===== src/rtl/selfprog_pkg.sv =====
package selfprog_pkg;

    localparam int B_IE   = 7;
    localparam int B_RRE  = 4;
    localparam int B_LOCK = 3;
    localparam int B_PWR  = 2;
    localparam int B_PER  = 1;
    localparam int B_EN   = 0;

    typedef enum logic [1:0] {
        ST_IDLE,
        ST_COPY,
        ST_LAUNCH,
        ST_WAIT
    } op_state_e;

    typedef enum logic [2:0] {
        CMD_NONE,
        CMD_FILL,
        CMD_ERASE,
        CMD_WRITE,
        CMD_LOCK,
        CMD_RRE
    } cmd_e;

    // Only five exact low-field codes arm a command.
    function automatic cmd_e decode_cmd(input logic [4:0] code);
        case (code)
            5'b00001: return CMD_FILL;
            5'b00011: return CMD_ERASE;
            5'b00101: return CMD_WRITE;
            5'b01001: return CMD_LOCK;
            5'b10001: return CMD_RRE;
            default:  return CMD_NONE;
        endcase
    endfunction

endpackage


===== src/rtl/selfprog_page_buf.sv =====
module selfprog_page_buf #(
    parameter int WORDS  = 32,
    parameter int DATA_W = 16,
    localparam int IDX_W = $clog2(WORDS)
) (
    input  logic              clk,
    input  logic              rst_n,
    input  logic              wr_en,
    input  logic [IDX_W-1:0]  wr_idx,
    input  logic [DATA_W-1:0] wr_data,
    input  logic              clr,
    input  logic [IDX_W-1:0]  rd_idx,
    output logic [DATA_W-1:0] rd_data
);

    logic [WORDS-1:0]  flags_d, flags_q;
    logic [DATA_W-1:0] mem_q [WORDS];

    always_comb begin
        flags_d = flags_q;
        if (clr) begin
            flags_d = '0;
        end else if (wr_en) begin
            flags_d[wr_idx] = 1'b1;
        end
    end

    always_ff @(posedge clk or negedge rst_n) begin
        if (!rst_n) begin
            flags_q <= '0;
        end else begin
            flags_q <= flags_d;
        end
    end

    always_ff @(posedge clk) begin
        if (wr_en) begin
            mem_q[wr_idx] <= wr_data;
        end
    end

    // Unwritten words present the erased-flash value.
    assign rd_data = flags_q[rd_idx] ? mem_q[rd_idx] : '1;

endmodule


===== src/rtl/selfprog_cmd_fsm.sv =====
module selfprog_cmd_fsm
    import selfprog_pkg::*;
#(
    parameter int WORDS    = 32,
    parameter int ADDR_W   = 16,
    parameter int WIN      = 4,
    parameter int LOCK_WIN = 3,
    localparam int IDX_W   = $clog2(WORDS),
    localparam int PAGE_W  = ADDR_W - IDX_W - 1
) (
    input  logic              clk,
    input  logic              rst_n,
    input  logic              reg_we,
    input  logic [7:0]        reg_wdata,
    output logic [7:0]        reg_rdata,
    input  logic              store_stb,
    input  logic              load_stb,
    input  logic [ADDR_W-1:0] zaddr,
    input  logic              gie,
    input  logic              ee_busy,
    input  logic              fl_done,
    output logic              buf_wr,
    output logic              buf_clr,
    output logic [IDX_W-1:0]  cpy_idx,
    output logic              fl_wvalid,
    output logic              fl_start,
    output logic              fl_erase,
    output logic [PAGE_W-1:0] fl_page,
    output logic              cpu_halt,
    output logic              irq,
    output logic              lock_rd,
    output logic              lock_fuse_sel
);

    localparam int CNT_W = $clog2(WIN + 1);
    localparam logic [CNT_W-1:0] WIN_CNT  = CNT_W'(WIN);
    localparam logic [CNT_W-1:0] LOCK_MIN = CNT_W'(WIN - LOCK_WIN + 1);
    localparam logic [IDX_W-1:0] LAST_IDX = IDX_W'(WORDS - 1);

    typedef struct packed {
        logic              ie;
        cmd_e              cmd;
        logic [CNT_W-1:0]  cnt;
        op_state_e         st;
        logic [IDX_W-1:0]  cpy;
        logic [PAGE_W-1:0] page;
    } ctl_t;

    ctl_t ctl_d, ctl_q;
    cmd_e new_cmd;
    logic armed;
    logic used;

    always_comb begin
        ctl_d     = ctl_q;
        buf_wr    = 1'b0;
        buf_clr   = 1'b0;
        fl_wvalid = 1'b0;
        fl_start  = 1'b0;
        used      = 1'b0;
        new_cmd   = decode_cmd(reg_wdata[4:0]);
        armed     = (ctl_q.cmd != CMD_NONE) && (ctl_q.st == ST_IDLE);
        lock_rd   = load_stb && armed && (ctl_q.cmd == CMD_LOCK) && (ctl_q.cnt >= LOCK_MIN);

        case (ctl_q.st)
            ST_IDLE: begin
                if (armed) begin
                    if (lock_rd) begin
                        ctl_d.cmd = CMD_NONE;
                        used      = 1'b1;
                    end else if (store_stb) begin
                        case (ctl_q.cmd)
                            CMD_FILL: begin
                                buf_wr    = 1'b1;
                                ctl_d.cmd = CMD_NONE;
                                used      = 1'b1;
                            end
                            CMD_RRE: begin
                                ctl_d.cmd = CMD_NONE;
                                used      = 1'b1;
                            end
                            CMD_ERASE: begin
                                ctl_d.page = zaddr[ADDR_W-1:IDX_W+1];
                                ctl_d.st   = ST_LAUNCH;
                                used       = 1'b1;
                            end
                            CMD_WRITE: begin
                                ctl_d.page = zaddr[ADDR_W-1:IDX_W+1];
                                ctl_d.st   = ST_COPY;
                                ctl_d.cpy  = '0;
                                used       = 1'b1;
                            end
                            default: ;
                        endcase
                    end
                    if (used) begin
                        ctl_d.cnt = '0;
                    end else if (ctl_q.cnt <= CNT_W'(1)) begin
                        ctl_d.cmd = CMD_NONE;
                        ctl_d.cnt = '0;
                    end else begin
                        ctl_d.cnt = ctl_q.cnt - CNT_W'(1);
                    end
                end
                if (reg_we && (new_cmd != CMD_NONE) && !used) begin
                    ctl_d.cmd = new_cmd;
                    ctl_d.cnt = WIN_CNT;
                    buf_clr   = (new_cmd == CMD_RRE);
                end
            end
            ST_COPY: begin
                fl_wvalid = 1'b1;
                if (ctl_q.cpy == LAST_IDX) begin
                    ctl_d.st = ST_LAUNCH;
                end else begin
                    ctl_d.cpy = ctl_q.cpy + IDX_W'(1);
                end
            end
            ST_LAUNCH: begin
                fl_start = 1'b1;
                ctl_d.st = ST_WAIT;
            end
            ST_WAIT: begin
                if (fl_done) begin
                    buf_clr   = (ctl_q.cmd == CMD_WRITE);
                    ctl_d.cmd = CMD_NONE;
                    ctl_d.st  = ST_IDLE;
                end
            end
            default: ctl_d.st = ST_IDLE;
        endcase

        if (reg_we) begin
            ctl_d.ie = reg_wdata[B_IE];
        end
    end

    always_ff @(posedge clk or negedge rst_n) begin
        if (!rst_n) begin
            ctl_q <= '{ie: 1'b0, cmd: CMD_NONE, cnt: '0, st: ST_IDLE, cpy: '0, page: '0};
        end else begin
            ctl_q <= ctl_d;
        end
    end

    always_comb begin
        reg_rdata         = '0;
        reg_rdata[B_IE]   = ctl_q.ie;
        reg_rdata[B_RRE]  = (ctl_q.cmd == CMD_RRE);
        reg_rdata[B_LOCK] = (ctl_q.cmd == CMD_LOCK);
        reg_rdata[B_PWR]  = (ctl_q.cmd == CMD_WRITE);
        reg_rdata[B_PER]  = (ctl_q.cmd == CMD_ERASE);
        reg_rdata[B_EN]   = (ctl_q.cmd != CMD_NONE);
    end

    assign cpy_idx       = ctl_q.cpy;
    assign fl_page       = ctl_q.page;
    assign fl_erase      = (ctl_q.cmd == CMD_ERASE);
    assign cpu_halt      = (ctl_q.st != ST_IDLE);
    assign lock_fuse_sel = zaddr[0];
    assign irq           = ctl_q.ie && gie && (ctl_q.cmd == CMD_NONE) && !ee_busy && !cpu_halt;

endmodule


===== src/rtl/selfprog_ctrl.sv =====
module selfprog_ctrl #(
    parameter int WORDS    = 32,
    parameter int ADDR_W   = 16,
    parameter int DATA_W   = 16,
    parameter int WIN      = 4,
    parameter int LOCK_WIN = 3,
    localparam int IDX_W   = $clog2(WORDS),
    localparam int PAGE_W  = ADDR_W - IDX_W - 1
) (
    input  logic              clk,
    input  logic              rst_n,
    input  logic              reg_we,
    input  logic [7:0]        reg_wdata,
    output logic [7:0]        reg_rdata,
    input  logic              store_stb,
    input  logic              load_stb,
    input  logic [ADDR_W-1:0] zaddr,
    input  logic [DATA_W-1:0] wdata,
    input  logic              gie,
    input  logic              ee_busy,
    input  logic              fl_done,
    output logic              fl_start,
    output logic              fl_erase,
    output logic [PAGE_W-1:0] fl_page,
    output logic              fl_wvalid,
    output logic [IDX_W-1:0]  fl_widx,
    output logic [DATA_W-1:0] fl_wdata,
    output logic              cpu_halt,
    output logic              irq,
    output logic              lock_rd,
    output logic              lock_fuse_sel
);

    logic             buf_wr;
    logic             buf_clr;
    logic [IDX_W-1:0] cpy_idx;

    selfprog_cmd_fsm #(
        .WORDS    (WORDS),
        .ADDR_W   (ADDR_W),
        .WIN      (WIN),
        .LOCK_WIN (LOCK_WIN)
    ) u_fsm (
        .clk           (clk),
        .rst_n         (rst_n),
        .reg_we        (reg_we),
        .reg_wdata     (reg_wdata),
        .reg_rdata     (reg_rdata),
        .store_stb     (store_stb),
        .load_stb      (load_stb),
        .zaddr         (zaddr),
        .gie           (gie),
        .ee_busy       (ee_busy),
        .fl_done       (fl_done),
        .buf_wr        (buf_wr),
        .buf_clr       (buf_clr),
        .cpy_idx       (cpy_idx),
        .fl_wvalid     (fl_wvalid),
        .fl_start      (fl_start),
        .fl_erase      (fl_erase),
        .fl_page       (fl_page),
        .cpu_halt      (cpu_halt),
        .irq           (irq),
        .lock_rd       (lock_rd),
        .lock_fuse_sel (lock_fuse_sel)
    );

    selfprog_page_buf #(
        .WORDS  (WORDS),
        .DATA_W (DATA_W)
    ) u_buf (
        .clk     (clk),
        .rst_n   (rst_n),
        .wr_en   (buf_wr),
        .wr_idx  (zaddr[IDX_W:1]),
        .wr_data (wdata),
        .clr     (buf_clr),
        .rd_idx  (cpy_idx),
        .rd_data (fl_wdata)
    );

    assign fl_widx = cpy_idx;

endmodule


===== config.mk =====
export PLATFORM = sky130hd
export DESIGN_NAME = selfprog_ctrl
export DESIGN_NICKNAME = d
export VERILOG_FILES = /design/src/rtl/selfprog_pkg.sv /design/src/rtl/selfprog_page_buf.sv /design/src/rtl/selfprog_cmd_fsm.sv /design/src/rtl/selfprog_ctrl.sv
export SDC_FILE = /design/constraint.sdc
export NUM_CORES = 1
export LEC_CHECK = 0
export BUFFER_PORTS_ARGS = -buffer_cell sky130_fd_sc_hd__buf_2
export CORE_ASPECT_RATIO = 0.6
export CORE_MARGIN = 8
export CORE_UTILIZATION = 50
export DETAILED_ROUTE_END_ITERATION = 10
export PLACE_DENSITY = 0.66
export SYNTH_ARGS = -nofsm -noshare
export SYNTH_HDL_FRONTEND = slang
export SYNTH_HIERARCHICAL = 1
export SYNTH_SLANG_ARGS = --single-unit

===== constraint.sdc =====
create_clock -name clk -period 9.1 [get_ports clk]
set_input_delay 0.455 -clock clk [delete_from_list [all_inputs] [get_ports clk]]
set_output_delay 0.455 -clock clk [all_outputs]
set_load 0.1 [all_outputs]

# [Word-level counts from Yosys, hierarchy flattened]
# Memories as Yosys holds them, arrays and structs flattened.
# Index checks and enable logic that the tools add are counted.
# Widths: inputs -> output; s select.
[word_totals] elab_cells=120 out_inout_bits=46 mem_count=1 register_bits=56 ram_bits=512
[op_classes] bitwise_logic=2 n_lt_le_gt_ge=5 muxes=48 eq_ne=24 add_sub_neg=2 n_reduce_logical=31
[memory_table] name="u_buf.mem_q" depth=32 width=16 rd=1 rd_clocked_by_memory_dff=0 write_ports=1 line_no="selfprog_page_buf.sv:17" rtl="logic [DATA_W-1:0] mem_q [WORDS];"
[op_table] operator="$mux 32" n=2
[op_table] operator="$mux 17" n=2
[op_table] operator="$or 32x32->32" n=1
[op_table] operator="$mux 3" n=8
[op_table] operator="$mux 23" n=1
[op_table] operator="$mux 1" n=20
[op_table] operator="$mux 16" n=1
[op_table] operator="$pmux 3 s5" n=1
[op_table] operator="$lt 5x6->1 const B" n=2
[op_table] operator="$reduce_and 6->1" n=2
[op_table] operator="$logic_and 1x1->1" n=11
[op_table] operator="$eq 5x5->1 const B" n=2
[op_table] operator="$mux 10" n=1
[op_table] operator="$mux 5" n=2
[op_table] operator="$ne 2x2->1 const B" n=5
[op_table] operator="$pmux 5 s2" n=1
[op_table] operator="$reduce_bool 2->1" n=5
[op_table] operator="$eq 3x3->1 const B" n=3
[op_table] operator="$pmux 2 s4" n=1
[op_table] operator="$eq 3x2->1 const B" n=2
[op_table] operator="$mux 6" n=1
[op_table] operator="$pmux 3 s2" n=1
[op_table] operator="$reduce_bool 3->1" n=2
[op_table] operator="$add 5x1->5 const B" n=1
[op_table] operator="other kinds (28)" n=34

# [Longest topological paths before layout]
# Gate-level depths: netlist (run 1).
[depth] word_depth=15 ltp_mapped=10 depth_no_buf=8

# [Hierarchy]
# The synthesis (run 1) kept the hierarchy.
[by_module_without_submodules] module="selfprog_page_buf" seq_area_each_um2=16175.5 instances=1 cells_each=1129 area_per_inst_um2=21642.0
[by_module_without_submodules] module="selfprog_cmd_fsm" seq_area_each_um2=600.6 instances=1 cells_each=180 area_per_inst_um2=1742.9

# [Least setup slack after synthesis (run 1)]
# Ideal clock, no wire load.
[synth_path] path_kind="reg2out" startpoint="reg u_fsm/ctl_q[20] (netlist name)" endpoint="out irq" n_path_buf=1 setup_slack_ns=4.254 path_stages_with_launch=5 arrival_ns=4.391 path_cell_list="dfrtp_1 -> buf_4 -> nor2_2 -> nand2_1 -> nor4_1"
[synth_via] elab_chain_cells=4
[synth_lines] item="start: declaration" line_no="selfprog_cmd_fsm.sv:49" rtl="ctl_t ctl_d, ctl_q;"
[synth_lines] item="start signal: assignment" line_no="selfprog_cmd_fsm.sv:140" rtl="ctl_q <= '{ie: 1'b0, cmd: CMD_NONE, cnt: '0, st: ST_IDLE, cpy: '0, page: '0};"
[synth_lines] item="start signal: assignment" line_no="selfprog_cmd_fsm.sv:142" rtl="ctl_q <= ctl_d;"
[synth_lines] item="$logic_not 3->1" line_no="selfprog_cmd_fsm.sv:161" rtl="assign irq = ctl_q.ie && gie && (ctl_q.cmd == CMD_NONE) && !ee_busy && !cpu_halt;"
[synth_lines] item="$logic_and 1x1->1 (3 in series)" line_no="selfprog_cmd_fsm.sv:161"
[synth_lines] item="end: declaration" line_no="selfprog_ctrl.sv:29" rtl="output logic irq,"
# No other way between the ends.

# [Worst setup path after layout (run 1)]
[layout_path] startpoint="reg u_fsm.ctl_q, in the netlist u_fsm/cpy_idx[0]" endpoint="out fl_wdata[7]"
[layout_via] elab_chain_cells=3 elab_cells_between_ends=4
[layout_lines] item="$bmux 1 s5" line_no="selfprog_page_buf.sv:43" rtl="assign rd_data = flags_q[rd_idx] ? mem_q[rd_idx] : '1;"
[layout_lines] item="$mux 1 (not written as such)" line_no="selfprog_page_buf.sv:43"
[layout_lines] item="$mux 16 (*)" line_no="selfprog_page_buf.sv:43"
[layout_lines] item="end: declaration" line_no="selfprog_ctrl.sv:27" rtl="output logic [DATA_W-1:0] fl_wdata,"
# Every way passes the cells marked *; elsewhere a longest branch is shown, timed or not. The select of a mux whose other input is x is not followed.

==> results of run 1 <==
[worst paths after layout]
kind                                                  to  cells after the start                          start  slack, ns
hold / removal             u_buf/flags_q[11]$_DFFE_PN0P_                      2                          rst_n       0.06
hold reg to reg            u_buf/flags_q[19]$_DFFE_PN0P_                      2  u_buf/flags_q[19]$_DFFE_PN0P_       0.50
setup reg to reg            u_buf/mem_q[31][7]$_DFFE_PP_                      6    u_fsm/ctl_q[15]$_DFFE_PN0P_       5.04
min in group clk            u_fsm/fl_page[3]$_DFFE_PN0P_                      2                       zaddr[9]       0.12
max in group asynchronous   u_fsm/cpy_idx[3]$_DFFE_PN0P_                      2                          rst_n       8.45
setup / recovery                             fl_wdata[7]                      6   u_fsm/cpy_idx[0]$_DFFE_PN0P_       4.11
[placed cells by master (no fill, tap or decap), drive strengths merged, types with 2 or more instances in the layout]
cell type and n:
edfxtp 512, mux2i 130, buf 120, nor2 106, clkbuf 66, mux4 64, dfrtp 56, a221oi 49
mux2 28, a22o 26, a21oi 25, o21ai 22, clkinv 18, nand2 17, o21a 17, a22oi 17
o311ai 16, o211ai 16, inv 16, or2 16, ha 10, nand3 10, bufinv 8, nor3 7
nand4 5, nand3b 5, nor2b 4, a211oi 4, or3b 3, nor4 3, o22ai 3, clkinvlp 2
a311oi 2, a21o 2, xnor2 2, a31oi 2, a21boi 2, conb 2
[stage by stage]
| stage | std cells | worst slack, ns | hold WS [ns] |
|---|---|---|---|
| 2_1_floorplan | 1310 | 4.25 | 0.159 |
| 3_3_place_gp | 1968 | 4.69 | 0.478 |
| 3_5_place_dp | 1968 | 4.71 | 0.487 |
| 4_1_cts | 2063 | 4.10 | 0.0461 |
| 5_1_grt | 2063 | 3.88 | 0.0908 |
| 6_report | 2063 | 4.11 | 0.0551 |
[cell type report]
class	instances	area share (%)
flip-flops and latches	568	64.4
multi-input cells	635	23.1
repair buffers	120	2.67
well taps	630	3.02
clock buffers	66	5.27
clock inverters	29	1.37
inverters	15	0.216
[layer usage]
layer / vias to the layer above / track usage, % / routed length (um)
li1: 5417 / - / -
met1: 6503 / 29.4 / 24800
met2: 445 / 29.1 / 23700
met3: 66 / 4.55 / 4160
met4: 4 / 3.84 / 831
met5: - / 0 / 34
[registers in the layout, summed over array words and instances, names as in the netlist]
name,cells
u_buf/flags_q,32
u_buf/mem_q,512
u_fsm/cpy_idx,5
u_fsm/ctl_q,8
u_fsm/fl_page,10
u_fsm/reg_rdata,1
[worst reg2reg max path, cell delays in order (launching register included)]
cell     delay [ns]
dfrtp_1        0.42
inv_1          0.12
ha_1           0.46
inv_1          0.26
nor4_1         0.71
nand3_1        0.55
nor2_2         1.15
[cell families after synthesis]
kind of cell | after synthesis
flops | 568
fa+ha+maj | 10
other cells | 1
mux | 222
xor+xnor | 2
buf+inv | 107
simple gates | 184
compound gates | 215
[report_power, final]
group | leakage, nW | total, mW | internal [mW] | switching, mW
clock network | 0.844 | 2.22 | 1.29 | 0.924
registers | 5.36 | 3.06 | 2.89 | 0.171
logic | 2.62 | 2.83 | 0.888 | 1.94
total | 8.83 | 8.11 | 5.07 | 3.04
==> results by group, run 1 <==
Power and ir drop
  • Leakage power total: a little under 9 nW
  • Total power: slightly above 8 mW
  • Pwr/cell area: a little over 300 mW/mm^2
  • Maximum VDD drop: about 0.24 mV

CTS
  • Num CTS Buffers: 51
  • Clock latency on the worst-skew pair: 0.59 ns
  • # hold bufs at CTS: 0
  • CTS Buffer Depth: 3
  • CTS Root Cell: clkbuf_16
  • Htree depth: 2
  • Clock Sinks: 568
  • CTS clock-pin slew for the worst setup and hold paths: around 0.070 ns
  • Post-CTS Resized: 0
  • Post-CTS Setup Inserts: 0
  • CTS tree: done

GRT
  • Number of global-route vias before repair: ~12,000
  • First-pass GRT wire length: just under 80,000 um
  • Global Route Usage Sum: between 10% and 20%
  • Pin count of the biggest net entering global routing: around 110
  • Initial antenna violation count: 4
  • Gr ovfl total: 0

Logic synthesis
  • Number of enable flip-flop cells after synthesis: around 510
  • Synth async-reset ratio: approximately 10%
  • Synth top area share: between 60% and 70%
  • Post-synthesis compound-gate area fraction: between 7 and 8%
  • Gate Count Post-Synth: between 1,000 and 1,500
  • Yosys warning count: 6
  • Combinational family with the most area after synthesis: multiplexers
  • Yosys cell types: 70
  • Most frequent cells after synthesis: 512 x edfxtp_1, 130 x mux2i_1, 103 x nor2_1, 64 x mux4_2, 56 x dfrtp_1
  • Cell Area, Synth: between 0.02 and 0.025 sq mm
  • Count leader, synth: edfxtp_1
  • Synth top area cells: edfxtp_1 66%, mux4_2 6.2%, dfrtp_1 6.0%
  • Post-Synth XOR/XNOR Area: less than 1%
  • Synthesized flop and latch total: ~570
  • Syn_area_per_cell: between 15 and 20 sq um
  • Multiplexer share of the synthesized area: 13.1%
  • Area leader, netlist: edfxtp_1
  • Sequential fraction of the synthesis area: a little under three quarters
  • Synth Area in Simple Gates: 3.73%
  • Dominant synthesized flop cell: edfxtp_1
  • Adder-cell share of the synthesized area: less than 1%

Worst setup path
  • CP Capture Type: primary output
  • Slowest CP cell: dfrtp_4
  • Critical Path Source Type: flop
  • Critical Path, Cell by Cell: buf_4 > buf_4 > mux4_2 > o311ai_1 > o211ai_1 > buf_2
  • Crit-path max FO: 35
  • CP dominant cell by count: buf_4
  • Top cell family by delay on the critical path: buffers and inverters
  • Crit-path max cell delay: 0.78 ns
  • Critical Path RT: a little under 9 ns
  • Class of the most critical setup path: flop to primary output
  • WP data arrival: roughly 4.5 ns
  • Critical path buffer and inverter count: 3

Routing
  • Iteration count of the initial detailed-routing pass: 5
  • Post-DR wirelength/cell: around 26 um
  • Initial DRC count: about 1,200
  • Drt total wl: ~53,000 um
  • Via count: 12,400
  • DRC violations left: 0
  • Vias/cell: 6.03
  • Antenna viol nets, final: 0

Timing
  • Slew headroom: about 14%
  • Final Max Tran Viols: 0
  • Final period demand of the worst path: about 5.0 ns
  • RSZ-0062 raised after global routing: no
  • Final Hold Viols: 0
  • Final period util: a little over half
  • Max Freq: 200 MHz
  • Final TNS setup: 0 ns
  • # setup viols final: 0
  • Final setup skew: 0.0335 ns
  • Worst-margin pin slew: about 1.3 ns

Placement
  • Placer Congestion: around 0.81
  • Hpwl dp: roughly 33,000 um
  • Area after DPL: 0.0243 sq mm
  • Port Buffers: 87

Floorplanning
  • Horiz. Die Dim: 295 um
  • IO Pins: 94
  • Core footprint: between 0.04 and 0.05 sq mm
  • Site row count: 61
  • Die Y: 184 um
  • Initial Util: ~51%
  • Die area: 0.0542 sq mm

Cells and area
  • Ratio of cells with drive above 1 in the final layout: between 20% and 30%
  • Fillers: 3,562
  • Sequential cell area: roughly 0.017 sq mm
  • Final Instance Area: roughly 0.026 sq mm
  • Ant diodes: 0
  • Area of the multi-input gates: between 0.006 and 0.007 sq mm
  • Fin util: 56.4%
  • Layout area overhead: 11.5%
  • Nets: 1,449

Job
  • Max-Cap Viols: 0

Min path
  • Hold Crit Class: input port to asynchronous set/reset pin

Run status
  • Outcome: complete, no violations
No activity file was read; power rests on OpenSTA's default activity.
==> inputs of run 2 (changes only) <==
Settings changed: PLACE_DENSITY 0.66 to 0.68.
Clock period 9.1 ns to 4.2 ns, I/O delays scaled along.
==> run 2 against run 1 <==
Critical path depth unchanged. Combinational power up 130%. Largest cell class unchanged. Critical endpoint is now fl_wdata[5]. Routed wire length up 2.9%. Clock skew down 0.015 ns. Clock-buffer cell count down 1. Die area unchanged. Sequential share of layout area down 0.90 points. Critical path type unchanged. Hold slack better by 0.031 ns.
==> results by group, run 2 (synthesis gave the netlist of run 1 again) <==
Run status
  • Outcome: complete, no violations (unchanged)

Routing
  • M1 WL: 26,000 um (was 24,800 um)
  • Met2 WL: 24,100 um (was 23,700 um)
  • DR WL met3: 4130 um (was 4160 um)
  • Iteration count of the initial detailed-routing pass: 5 (unchanged)
  • Initial DRC count: 1,395 (was 1,226)
  • Post-DR wirelength/cell: 26.1 um (was 25.9 um)
  • DRC violations left: 0 (unchanged)
  • Vias/cell: 6.00 (was 6.03)
  • Uppermost layer routed: met5 (unchanged)
  • Antenna viol nets, final: 0 (unchanged)
  • Via count: 12,600 (was 12,400)
  • Drt total wl: 55,000 um (was 53,500 um)

Worst setup path
  • Worst reg2reg path startpoint: u_fsm/ctl_q[16]$_DFFE_PN0P_ (was u_fsm/ctl_q[15]$_DFFE_PN0P_)
  • WP data arrival: 3.74 ns (was 4.54 ns)
  • Class of the most critical setup path: flop to primary output (unchanged)
  • Reg2reg end: u_buf/mem_q[8][10]$_DFFE_PP_ (was u_buf/mem_q[31][7]$_DFFE_PP_)
  • Critical Path Source Type: flop (unchanged)
  • Critical Path RT: 3.99 ns (was 8.65 ns)
  • Reg2reg setup slack: 1.04 ns (was 5.04 ns)
  • CP Capture Type: primary output (unchanged)
  • Cells on worst reg2reg path: 8 (was 6)
  • Crit-path max FO: 32 (was 35)

Cells and area
  • Nets: 1,490 (was 1,449)
  • Ratio of cells with drive above 1 in the final layout: 25.4% (was 24.7%)
  • Max reg flops: 512 (unchanged)
  • Fin util: 57.2% (was 56.4%)
  • Most frequent cells in the layout: 512 x edfxtp_1, 130 x mux2i_1, 87 x buf_2, 87 x nor2_1, 64 x mux4_2 (was 512 x edfxtp_1, 130 x mux2i_1, 87 x buf_2, 77 x nor2_1, 64 x mux4_2)
  • Reg with most FFs: u_buf/mem_q (unchanged)
  • Fillers: 3,505 (was 3,562)
  • Layout area overhead: 13.1% (was 11.5%)
  • Commonest non-fill, non-tap cell in the layout: edfxtp_1 (unchanged)

Timing
  • Final period demand of the worst path: slightly below 4 ns
  • Final TNS setup: 0 ns (unchanged)
  • Final Hold Viols: 0 (unchanged)
  • Slew headroom: 40.9% (was 13.8%)
  • Final setup skew: 0.0187 ns (was 0.0335 ns)
  • RSZ-0062 raised after global routing: no (unchanged)
  • Final Max Tran Viols: 0 (unchanged)
  • # setup viols final: 0 (unchanged)
  • Max Freq: ~250 MHz
  • Final period util: a little over nine tenths
  • Worst-margin pin slew: 0.884 ns (was 1.29 ns)

GRT
  • Pin count of the biggest net entering global routing: 57 (was 107)
  • First-pass GRT wire length: 81,000 um (was 79,400 um)
  • Number of global-route vias before repair: 12,200 (was 12,300)
  • Global Route Usage Sum: 20.1% (was 19.5%)
  • Initial antenna violation count: 4 (unchanged)
  • Gr ovfl total: 0 (unchanged)

Floorplanning
  • Horiz. Die Dim: 295 um (unchanged)
  • Core footprint: 0.0463 sq mm (unchanged)
  • IO Pins: 94 (unchanged)
  • Initial Util: 50.6% (unchanged)
  • Die area: 0.0542 sq mm (unchanged)
  • Die Y: 184 um (unchanged)
  • Site row count: 61 (unchanged)

Min path
  • Hold Crit Class: input port to flop (was input port to asynchronous set/reset pin)
  • Hold path startpoint: reg_wdata[4]
  • Hold depth: 4
  • Hold endpoint: u_fsm/ctl_q[21]$_DFFE_PN0P_

CTS
  • Clock Sinks: 568 (unchanged)
  • CTS Buffer Depth: 3 (unchanged)
  • CTS tree: done (unchanged)
  • Clock latency on the worst-skew pair: 0.58 ns (was 0.59 ns)
  • CTS Root Cell: clkbuf_16 (unchanged)
  • Post-CTS Setup Inserts: 0 (unchanged)
  • CTS clock-pin slew for the worst setup and hold paths: 0.06 ns (was 0.07 ns)
  • Htree depth: 2 (unchanged)
  • Num CTS Buffers: 52 (was 51)

Placement
  • Port Buffers: 87 (unchanged)
  • Hpwl dp: 33,900 um (was 32,500 um)
  • Placer Congestion: 0.861 (was 0.808)

Power and ir drop
  • Total power: 17.8 mW (was 8.11 mW)
  • Maximum VDD drop: 0.388 mV (was 0.244 mV)
  • Leakage power total: 9.05 nW (was 8.83 nW)
  • Pwr/cell area: 673 mW/mm^2 (was 311 mW/mm^2)

Job
  • Max-Cap Viols: 0 (unchanged)
[run 2: layout make-up]
cell class	count	area (sq um)	share of cell area [%]
Antenna cell	3	7.51	0.0284
Clock buffer	65	1410	5.34
Clock inverter	31	333	1.26
Inverter	15	56.3	0.213
Multi-Input combinational cell	635	5990	22.7
Sequential cell	568	16800	63.5
Tap cell	630	788	2.98
Timing Repair Buffer	160	1070	4.03
[run 2: layer usage]
metal  global-route usage [%]  vias to the layer above
met5                        0                        -
met4                     3.72                        2
met3                     4.44                       61
met2                     29.4                      436
met1                     31.0                     6636
li1                         -                     5513
[run 2: worst max-delay path by stage]
stage | start | to
6_report | u_fsm/cpy_idx[1]$_DFFE_PN0P_ | fl_wdata[5]
5_1_grt | u_fsm/cpy_idx[1]$_DFFE_PN0P_ | fl_wdata[5]
4_1_cts | u_fsm/cpy_idx[1]$_DFFE_PN0P_ | fl_wdata[5]
3_5_place_dp | u_fsm/cpy_idx[1]$_DFFE_PN0P_ | fl_wdata[5]
3_3_place_gp | u_fsm/cpy_idx[1]$_DFFE_PN0P_ | fl_wdata[14]
2_1_floorplan | u_fsm/ctl_q[20]$_DFFE_PN0P_ | u_buf/flags_q[0]$_DFFE_PN0P_
[run 2: per-stage QoR]
stage,area (sq um),setup slack [ns],std cells,hold slack (ns)
6_report,26400,0.246,2107,0.0857
2_1_floorplan,23400,0.591,1310,-0.0856
5_1_grt,26400,0.105,2105,0.111
3_3_place_gp,24600,0.867,1995,0.402
4_1_cts,26400,0.228,2104,0.0520
3_5_place_dp,24600,0.840,1995,0.416
[run 2: repair_timing]
action / 4_1_cts / 5_1_grt
gates resized for setup: 0 / 0
hold buffers: 13 / 0
endpoints found under the hold margin: 67 / 0
[run 2: power by group]
part | internal, mW | switching [mW]
Sequential | 6.26 | 0.302
Combinational | 2.04 | 4.37
Clock | 2.77 | 2.06
[run 2: critical path, cell delays in order, from the launching register on]
cell	delay, ns
dfrtp_4	0.81
and2_2	0.73
buf_4	0.34
a221oi_2	0.09
o311ai_1	0.45
o211ai_1	0.33
buf_2	0.39
